$ cat config.mk
export PLATFORM = sky130hd
export DESIGN_NAME = scl_clkgen
export DESIGN_NICKNAME = d
export VERILOG_FILES = /design/src/rtl/scl_pkg.sv /design/src/rtl/scl_line_sync.sv /design/src/rtl/scl_prescale.sv /design/src/rtl/scl_phase_fsm.sv /design/src/rtl/scl_clkgen.sv
export SDC_FILE = /design/constraint.sdc
export NUM_CORES = 1
export LEC_CHECK = 0
export BUFFER_PORTS_ARGS = -buffer_cell sky130_fd_sc_hd__buf_2
export CAP_MARGIN = 30
export CORE_MARGIN = 1
export CORE_UTILIZATION = 45
export CTS_BUF_LIST = sky130_fd_sc_hd__clkbuf_4 sky130_fd_sc_hd__clkbuf_8
export DETAILED_ROUTE_END_ITERATION = 10
export PLACE_DENSITY = 0.61
export SYNTH_ARGS = -nofsm -noshare
export SYNTH_HDL_FRONTEND = slang
export SYNTH_SLANG_ARGS = --single-unit
$ cat constraint.sdc
create_clock -name clk -period 6.1 [get_ports clk]
set_clock_uncertainty 0.15 [all_clocks]
set_input_delay 0.915 -clock clk [delete_from_list [all_inputs] [get_ports clk]]
set_output_delay 0.915 -clock clk [all_outputs]
set_load 0.005 [all_outputs]
$ cat src/rtl/scl_pkg.sv
`timescale 1ns/1ps
package scl_pkg;

    localparam int CFG_W = 16;          // width of each configuration word
    localparam int EXT_W = 3;           // width of the phase extension
    localparam int LEN_W = CFG_W + 1;   // phase length incl. extension

    typedef enum logic [1:0] {
        PH_IDLE = 2'd0,
        PH_LOW  = 2'd1,
        PH_WAIT = 2'd2,
        PH_HIGH = 2'd3
    } phase_e;

    typedef struct packed {
        logic [CFG_W-1:0] psc;
        logic [CFG_W-1:0] low;
        logic [CFG_W-1:0] high;
    } clk_cfg_t;

    // fixed per-phase extension chosen by the prescale value
    function automatic logic [EXT_W-1:0] phase_ext(input logic [CFG_W-1:0] psc);
        if (psc == '0)
            return EXT_W'(7);
        else if (psc == CFG_W'(1))
            return EXT_W'(6);
        else
            return EXT_W'(5);
    endfunction

    function automatic logic [LEN_W-1:0] phase_len(input logic [CFG_W-1:0] cnt,
                                                   input logic [CFG_W-1:0] psc);
        return {1'b0, cnt} + LEN_W'(phase_ext(psc));
    endfunction

endpackage

$ cat src/rtl/scl_line_sync.sv
`timescale 1ns/1ps
module scl_line_sync #(
    parameter int STAGES = 2
) (
    input  logic clk,
    input  logic rst,
    input  logic line_in,
    output logic line_q
);
    logic [STAGES-1:0] sr;

    generate
        if (STAGES == 1) begin : g_single
            always_ff @(posedge clk) begin
                if (rst) sr <= '1;
                else     sr <= line_in;
            end
        end else begin : g_chain
            always_ff @(posedge clk) begin
                if (rst) sr <= '1;
                else     sr <= {sr[STAGES-2:0], line_in};
            end
        end
    endgenerate

    assign line_q = sr[STAGES-1];
endmodule

$ cat src/rtl/scl_prescale.sv
`timescale 1ns/1ps
module scl_prescale
    import scl_pkg::*;
(
    input  logic             clk,
    input  logic             rst,
    input  logic             run,
    input  logic [CFG_W-1:0] div,
    output logic             tick
);
    logic [CFG_W-1:0] pcnt;

    assign tick = run && (pcnt == div);

    always_ff @(posedge clk) begin
        if (rst || !run)
            pcnt <= '0;
        else if (tick)
            pcnt <= '0;
        else
            pcnt <= pcnt + CFG_W'(1);
    end

    AST_PRESCALE_RANGE: assert property (@(posedge clk) disable iff (rst)
        run |-> (pcnt <= div)) else $error("prescale count past divisor");

    AST_PRESCALE_IDLE: assert property (@(posedge clk) disable iff (rst)
        !$past(run) |-> (pcnt == '0)) else $error("prescale not cleared");

endmodule

$ cat src/rtl/scl_phase_fsm.sv
`timescale 1ns/1ps
module scl_phase_fsm
    import scl_pkg::*;
(
    input  logic     clk,
    input  logic     rst,
    input  logic     en,
    input  clk_cfg_t cfg_in,
    input  logic     line_high,
    input  logic     tick,
    output clk_cfg_t cfg_act,
    output phase_e   phase,
    output logic     low_start,
    output logic     high_start
);
    logic [LEN_W-1:0] ccnt;
    logic [LEN_W-1:0] low_len;
    logic [LEN_W-1:0] high_len;
    logic [LEN_W-1:0] last_cnt;
    logic             phase_done;

    assign low_len    = phase_len(cfg_act.low,  cfg_act.psc);
    assign high_len   = phase_len(cfg_act.high, cfg_act.psc);
    assign last_cnt   = (phase == PH_LOW) ? (low_len - LEN_W'(1)) : (high_len - LEN_W'(1));
    assign phase_done = tick && (ccnt == last_cnt);

    always_ff @(posedge clk) begin
        if (rst) begin
            phase      <= PH_IDLE;
            ccnt       <= '0;
            cfg_act    <= '0;
            low_start  <= 1'b0;
            high_start <= 1'b0;
        end else if (!en) begin
            phase      <= PH_IDLE;
            ccnt       <= '0;
            cfg_act    <= cfg_in;
            low_start  <= 1'b0;
            high_start <= 1'b0;
        end else begin
            low_start  <= 1'b0;
            high_start <= 1'b0;
            unique case (phase)
                PH_IDLE: begin
                    phase     <= PH_LOW;
                    cfg_act   <= cfg_in;
                    ccnt      <= '0;
                    low_start <= 1'b1;
                end
                PH_LOW: begin
                    if (phase_done) begin
                        phase <= PH_WAIT;
                        ccnt  <= '0;
                    end else if (tick) begin
                        ccnt <= ccnt + LEN_W'(1);
                    end
                end
                PH_WAIT: begin
                    if (line_high) begin
                        phase      <= PH_HIGH;
                        cfg_act    <= cfg_in;
                        ccnt       <= '0;
                        high_start <= 1'b1;
                    end
                end
                PH_HIGH: begin
                    if (phase_done) begin
                        phase     <= PH_LOW;
                        cfg_act   <= cfg_in;
                        ccnt      <= '0;
                        low_start <= 1'b1;
                    end else if (tick) begin
                        ccnt <= ccnt + LEN_W'(1);
                    end
                end
                default: phase <= PH_IDLE;
            endcase
        end
    end

    AST_STROBE_EXCL: assert property (@(posedge clk) disable iff (rst)
        !(low_start && high_start)) else $error("both strobes high");

    AST_LOW_PULSE: assert property (@(posedge clk) disable iff (rst)
        low_start |=> !low_start) else $error("low strobe too wide");

    AST_HIGH_PULSE: assert property (@(posedge clk) disable iff (rst)
        high_start |=> !high_start) else $error("high strobe too wide");

    AST_HIGH_AFTER_LINE: assert property (@(posedge clk) disable iff (rst)
        high_start |-> $past(line_high)) else $error("high began on low line");

    AST_DISABLED_QUIET: assert property (@(posedge clk) disable iff (rst)
        !en |=> (phase == PH_IDLE && !low_start && !high_start)) else $error("active while disabled");

    AST_LOW_BOUND: assert property (@(posedge clk) disable iff (rst)
        (phase == PH_LOW) |-> (ccnt < low_len)) else $error("low count overrun");

    AST_HIGH_BOUND: assert property (@(posedge clk) disable iff (rst)
        (phase == PH_HIGH) |-> (ccnt < high_len)) else $error("high count overrun");

    AST_CFG_HOLD: assert property (@(posedge clk) disable iff (rst)
        (phase == PH_LOW && $past(phase) == PH_LOW) |-> $stable(cfg_act)) else $error("config moved mid-phase");

endmodule

$ cat src/rtl/scl_clkgen.sv
`timescale 1ns/1ps
module scl_clkgen
    import scl_pkg::*;
#(
    parameter int SYNC_STAGES = 2
) (
    input  logic             clk,
    input  logic             rst,
    input  logic             en,
    input  logic [CFG_W-1:0] psc_cfg,
    input  logic [CFG_W-1:0] low_cfg,
    input  logic [CFG_W-1:0] high_cfg,
    input  logic             scl_in,
    output logic             scl_o,
    output logic             low_start,
    output logic             high_start
);
    clk_cfg_t cfg_in;
    clk_cfg_t cfg_act;
    phase_e   phase;
    logic     line_high;
    logic     tick;
    logic     run;

    assign cfg_in = '{psc: psc_cfg, low: low_cfg, high: high_cfg};
    assign run    = en && (phase == PH_LOW || phase == PH_HIGH);
    assign scl_o  = (phase != PH_LOW);

    scl_line_sync #(.STAGES(SYNC_STAGES)) u_sync (
        .clk     (clk),
        .rst     (rst),
        .line_in (scl_in),
        .line_q  (line_high)
    );

    scl_prescale u_psc (
        .clk  (clk),
        .rst  (rst),
        .run  (run),
        .div  (cfg_act.psc),
        .tick (tick)
    );

    scl_phase_fsm u_fsm (
        .clk        (clk),
        .rst        (rst),
        .en         (en),
        .cfg_in     (cfg_in),
        .line_high  (line_high),
        .tick       (tick),
        .cfg_act    (cfg_act),
        .phase      (phase),
        .low_start  (low_start),
        .high_start (high_start)
    );

    AST_LOW_STROBE_DRIVES: assert property (@(posedge clk) disable iff (rst)
        low_start |-> !scl_o) else $error("low strobe while released");

    AST_HIGH_STROBE_RELEASED: assert property (@(posedge clk) disable iff (rst)
        high_start |-> scl_o) else $error("high strobe while driven");

    AST_RESET_RELEASE: assert property (@(posedge clk)
        $past(rst) |-> (scl_o && !low_start && !high_start)) else $error("not released after reset");

endmodule

==> out/metrics.yaml, run 1 <==
status: "complete, but fails checks"
violations: "DRC"
ctsResizeCount: 0
htreeDepth: 3
crit_fanout: 30
grt_first_pass_wirelength_um: 20900
whs_ns: 0.309
tritoncts: "done"
cts_setup_buffers: 0
cpPeakStageDelay_ns: 0.56
dp_hpwl_um: 9250
drtIter0Drc: 228
viasPerCell: 5.32
route.detailed.drc: 1
timing.fmax_mhz: 211
vdd_drop_max_mv: 0.134
path_cells: "nor4_1 -> nand4_1 -> ha_1 -> inv_1 -> ha_1 -> fa_1 -> and4_1 -> a221oi_1 -> a21oi_1 -> nor4_1 -> nand4_2 -> o31a_2 -> buf_4 -> mux2i_1"
syn_inst: 622
mostFrequentLayoutCell: "nand2b_1"
ys_types: 56
cp-end-kind: "flip-flop"
start_util: 0.469
reg2reg_slack_ns: 1.37
crit_type: "flip-flop to flip-flop"
placed_area_sq_um: 5740
grt_pass1_vias: 4242
slew_viol_final: 0
grt_antenna_before_repair: 0
area_growth_pct: 9.61
die_h_um: 112
min_period_ns: 4.73
clkLatencyLatePin_ns: 0.37
slowest_stage: "o31a_2"
io_pins: 55
die_w_um: 112
layout_common_cells: "102 x nand2b_1, 87 x dfxtp_1, 58 x mux2i_1"
fin_ws_ns: 1.37
timing.rr.end: "u_fsm.cfg_act[39]$_SDFFE_PP0P_"
vias: 4281
synth.avg_cell_area_sq_um: 8.73
netlist_area_sq_um: 5430
grt_use_total: 0.211
drive_gt1_frac: 0.137
gp_congestion: 0.857
stdcell_area_sq_um: 5950
drt-total-wl_um: 12200
nNetsFinal: 726
max-clock-path-buffers: 2
slew_headroom: 0.544
ys_warn_count: 0
hold_viol_final: 0
dr.pass1.iters: 7
start_kind: "flip-flop"
cts.sinks: 87
portBuffers: 54
async_flop_share: 0
rsz0062_at_grt: "false"
ys_dominant_reg_cell: "dfxtp_1"
p_leak_uw: 0.00227
cp.required_ns: 6.18
nFillCells: 1107
finalSetupViolations: 0
core_sq_um: 11600
utilization: 0.514
ant_nets: 0
grt_max_degree: 101
r2r_start: "u_fsm.cfg_act[47]$_SDFFE_PP0P_"
tns_ns: 0
post-place-ws_ns: 1.39
dieArea_sq_um: 12500
num_rows: 39
hold_buffers: 0
worstPathArrival_ns: 4.81
fin_crit_sh: 0.775
worstMarginPinSlew_ns: 0.682
syn_nets: 691
holdPathStages: 1
ys_seq_area_frac: 0.321
clkTransAtPathRegs_ns: 0.09
grt-ovfl-total: 0
p_per_area_nw_per_um2: 210
ys_ff_latch: 87
hp-start: "u_sync.sr[0]$_SDFF_PP1_"
wl_per_cell_um: 15.1
hold_path_class: "flip-flop to flip-flop"
hold_end: "u_sync.sr[1]$_SDFF_PP1_"
synth-edff-count: 0
cts_made_buffers: 9
diodes: 0
maxCapViolations: 0
r2r_cells: 14
cts-root-buf: "clkbuf_8"
[synth_stat cells, types with 2 or more instances]
cell type,instances,share of area
a221oi_1,2,0.0032
o21a_1,2,0.0028
nand4_1,16,0.018
a21oi_1,5,0.0046
fa_1,2,0.0074
xor2_1,44,0.071
a31oi_1,2,0.0023
dfxtp_1,87,0.32
nand2_1,23,0.016
xnor2_1,42,0.068
ha_1,15,0.035
nand2b_1,102,0.12
clkbuf_1,20,0.014
nor3_1,10,0.0092
or2_2,4,0.0046
nor2b_1,3,0.0035
o21ai_0,5,0.0046
or4b_2,2,0.0037
a21o_1,2,0.0028
nor4_2,2,0.0046
buf_2,8,0.0074
nor4_1,14,0.016
nand3_1,22,0.020
inv_1,23,0.016
o22ai_1,3,0.0035
nor2_1,54,0.037
or2b_1,2,0.0028
and4_1,4,0.0065
buf_6,3,0.0062
and3_1,13,0.015
mux2i_1,58,0.11
nand4_2,3,0.0069
nor3b_1,2,0.0028
[layer usage]
layer	up-vias	wire length, um	global-route usage
met1	2005	6020	0.283
met4	0	283	0.0865
met5	-	0	0
met2	82	5340	0.333
li1	2172	-	-
met3	22	548	0.0376
[critical path, delay by kind of cell, from the launching register on]
kind | cells | cell delay (ns)
buffers and inverters | 2 | 0.43
AND/OR/NAND/NOR | 5 | 1.46
AO/OA/AOI/OAI | 3 | 0.94
flip-flops | 1 | 0.34
adder cells (fa/ha/maj) | 3 | 1.07
multiplexers | 1 | 0.18
[logic make-up (layout without fill, tap and decap cells)]
family          Yosys count  count (layout)  share of synthesized area
simple gates            284             284                      0.298
flops                    87              87                      0.321
xor+xnor                 86              86                      0.139
mux                      58              58                      0.107
buf+inv                  56              96                     0.0449
compound gates           34              34                     0.0484
fa+ha+maj                17              17                     0.0420
[sequential cells by signal, summed over array words and instances (netlist names)]
name / flops
u_fsm.phase: 2
u_psc.pcnt: 16
u_sync.sr: 2
u_fsm.ccnt: 17
u_fsm.high_start: 1
u_fsm.low_start: 1
u_fsm.cfg_act: 48
[worst max-delay path by stage]
stage / startpoint / to / slack [ns] / cells after the start
after global placement: u_fsm.cfg_act[47]$_SDFFE_PP0P_ / u_fsm.cfg_act[13]$_SDFFE_PP0P_ / 1.48 / 14
after CTS: u_fsm.cfg_act[47]$_SDFFE_PP0P_ / u_fsm.cfg_act[28]$_SDFFE_PP0P_ / 1.32 / 14
after global routing: u_fsm.cfg_act[47]$_SDFFE_PP0P_ / u_fsm.cfg_act[39]$_SDFFE_PP0P_ / 1.01 / 15
after detailed placement: u_fsm.cfg_act[47]$_SDFFE_PP0P_ / u_fsm.cfg_act[44]$_SDFFE_PP0P_ / 1.39 / 14
after floorplan: u_fsm.cfg_act[35]$_SDFFE_PP0P_ / u_fsm.ccnt[10]$_SDFFE_PP0P_ / 2.21 / 15
final: u_fsm.cfg_act[47]$_SDFFE_PP0P_ / u_fsm.cfg_act[39]$_SDFFE_PP0P_ / 1.37 / 14
[metrics by stage]
step                      power [uW]  cells
after CTS                       1260    805
final                           1250    805
after global placement           837    789
after floorplan                  788    622
after detailed placement         843    789
after global routing            1310    805
[final cells by class]
cell class                      count  area, sq um  area share
Tap cell                          143          179      0.0301
Sequential cell                    87         1740       0.293
Clock inverter                      6         68.8      0.0116
Timing Repair Buffer               57          293      0.0492
Inverter                           23         86.3      0.0145
Multi-Input combinational cell    479         3440       0.579
Clock buffer                       10          138      0.0231
[power breakdown]
part	internal [uW]	switching, uW
registers	594	34.3
logic	98.6	103
clock network	202	216
(Power assumes the default switching activity.)
==> inputs of run 2 (changes only) <==
Settings changed: PLACE_DENSITY 0.61 to 0.63.
Clock period 6.1 ns to 4.19 ns, I/O delays scaled along.
==> out/metrics.yaml, run 2 (same netlist as run 1, synthesis figures left out) <==
path_cells: "nor4_2 -> nand4_1 -> buf_4 -> nor2_2 -> ha_1 -> inv_1 -> ha_2 -> fa_2 -> and4_1 -> nand4_1 -> xnor2_1 -> a211oi_2 -> a21oi_1 -> or3_4 -> o31a_4 -> buf_12 -> mux2i_1"
nFillCells: 1091
utilization: 0.532
area_growth_pct: 13.4
hold_buffers: 0
vdd_drop_max_mv: 0.279
nNetsFinal: 740
die_w_um: 112
slew_headroom: 0.647
grt_antenna_before_repair: 0
clkLatencyLatePin_ns: 0.39
largest_reg_flops: 48
tns_ns: 0
num_rows: 39
start_kind: "flip-flop"
grt_use_total: 0.211
dp_hpwl_um: 9160
worst_path_most_repeated_cell: "nand4_1"
drt-total-wl_um: 12300
p_per_area_nw_per_um2: 302
hold_path_class: "flip-flop to flip-flop"
grt_max_degree: 82
fin_crit_sh: 0.954
layout_common_cells: "102 x nand2b_1, 87 x dfxtp_1, 58 x mux2i_1"
maxCapViolations: 0
route.detailed.drc: 0
met1_usage: 0.276
cts_made_buffers: 9
cp-end-kind: "flip-flop"
finalSetupViolations: 0
gp_congestion: 0.910
placed_cells_incl_taps: 801
cpPeakStageDelay_ns: 0.41
clkTransAtPathRegs_ns: 0.10
cts-root-buf: "clkbuf_8"
dieArea_sq_um: 12500
crit_fanout: 30
die_h_um: 112
grt_pass1_vias: 4284
drive_gt1_frac: 0.169
hold_viol_final: 0
grt_first_pass_wirelength_um: 20800
viasPerCell: 5.31
slowest_stage: "or3_4"
grt-ovfl-total: 0
core_sq_um: 11600
crit_buf_inv: 3
portBuffers: 54
start_util: 0.469
min_period_ns: 4.00
status: "complete, no violations"
diodes: 0
max-clock-path-buffers: 2
wl_per_cell_um: 15.0
io_pins: 55
slew_viol_final: 0
top_register: "u_fsm.cfg_act"
grt.busiest_layer: "met2"
mostFrequentLayoutCell: "nand2b_1"
timing.fmax_mhz: 250
p_total_uw: 1860
cts.sinks: 87
vias: 4347
drtIter0Drc: 241
tritoncts: "done"
cp.required_ns: 4.31
met2_usage: 0.344
worstPathArrival_ns: 4.12
p_leak_uw: 0.00237
dr.pass1.iters: 5
crit_type: "flip-flop to flip-flop"
ant_nets: 0
grt_util_met3: 0.0572
worstMarginPinSlew_ns: 0.529
htreeDepth: 3
stdcell_count: 818
cpLargestDelayFamily: "simple AND/OR/NAND/NOR gates"
largest_registers: "u_fsm.cfg_act: 48 flops, u_fsm.ccnt: 17 flops, u_psc.pcnt: 16 flops"
run 2: worst reg2reg max path, cell delays in order, from the launching register on:
cell and delay, ns:
dfxtp_1 0.36, nor4_2 0.29, nand4_1 0.12, buf_4 0.17, nor2_2 0.12, ha_1 0.16
inv_1 0.04, ha_2 0.18, fa_2 0.38, and4_1 0.27, nand4_1 0.12, xnor2_1 0.11
a211oi_2 0.20, a21oi_1 0.09, or3_4 0.41, o31a_4 0.37, buf_12 0.19, mux2i_1 0.16
run 2: path summary, 6_finish.rpt:
check / slack [ns] / cells past startpoint / endpoint / start
worst max register to register: 0.19 / 17 / u_fsm.cfg_act[23]$_SDFFE_PP0P_ / u_fsm.cfg_act[47]$_SDFFE_PP0P_
worst min-delay path: 0.30 / 1 / u_sync.sr[1]$_SDFF_PP1_ / u_sync.sr[0]$_SDFF_PP1_
worst min register to register: 0.30 / 1 / u_sync.sr[1]$_SDFF_PP1_ / u_sync.sr[0]$_SDFF_PP1_
worst max-delay path: 0.19 / 17 / u_fsm.cfg_act[23]$_SDFFE_PP0P_ / u_fsm.cfg_act[47]$_SDFFE_PP0P_
run 2: per-stage QoR:
| step | worst slack, ns | cell area, sq um | hold slack, ns |
|---|---|---|---|
| after global routing | -0.0143 | 6150 | 0.290 |
| after detailed placement | -0.0456 | 5860 | 0.276 |
| final | 0.195 | 6150 | 0.299 |
| after floorplan | 0.304 | 5430 | 0.239 |
| after CTS | 0.0136 | 6070 | 0.280 |
| after global placement | 0.0196 | 5860 | 0.270 |
run 2: cell type report:
| type | instances | area, sq um | area share |
|---|---|---|---|
| clock inverters | 6 | 76.3 | 0.0124 |
| well taps | 143 | 179 | 0.0291 |
| inverters | 23 | 86.3 | 0.0140 |
| flip-flops and latches | 87 | 1740 | 0.283 |
| clock buffers | 9 | 124 | 0.0201 |
| multi-input cells | 479 | 3520 | 0.572 |
| repair buffers | 71 | 427 | 0.0693 |
run 2: timing repair:
item,4_1_cts,5_1_grt
gates resized for setup,1,15
pin swaps,1,5
endpoints found under the setup margin,66,67
setup buffers,1,1
gates cloned,0,0
run 2: where the power goes:
part           total (uW)  leakage [uW]  switching (uW)  internal (uW)
logic                 320       0.00155             157            163
clock network         623      0.000103             338            285
registers             916      0.000715            51.1            865
run 2: routing by layer:
layer | routed length, um | part of all wire | vias up
met5 | 0 | 0 | -
met4 | 125 | 0.010 | 0
met3 | 684 | 0.056 | 9
met2 | 5640 | 0.46 | 105
met1 | 5830 | 0.48 | 2035
li1 | - | - | 2198
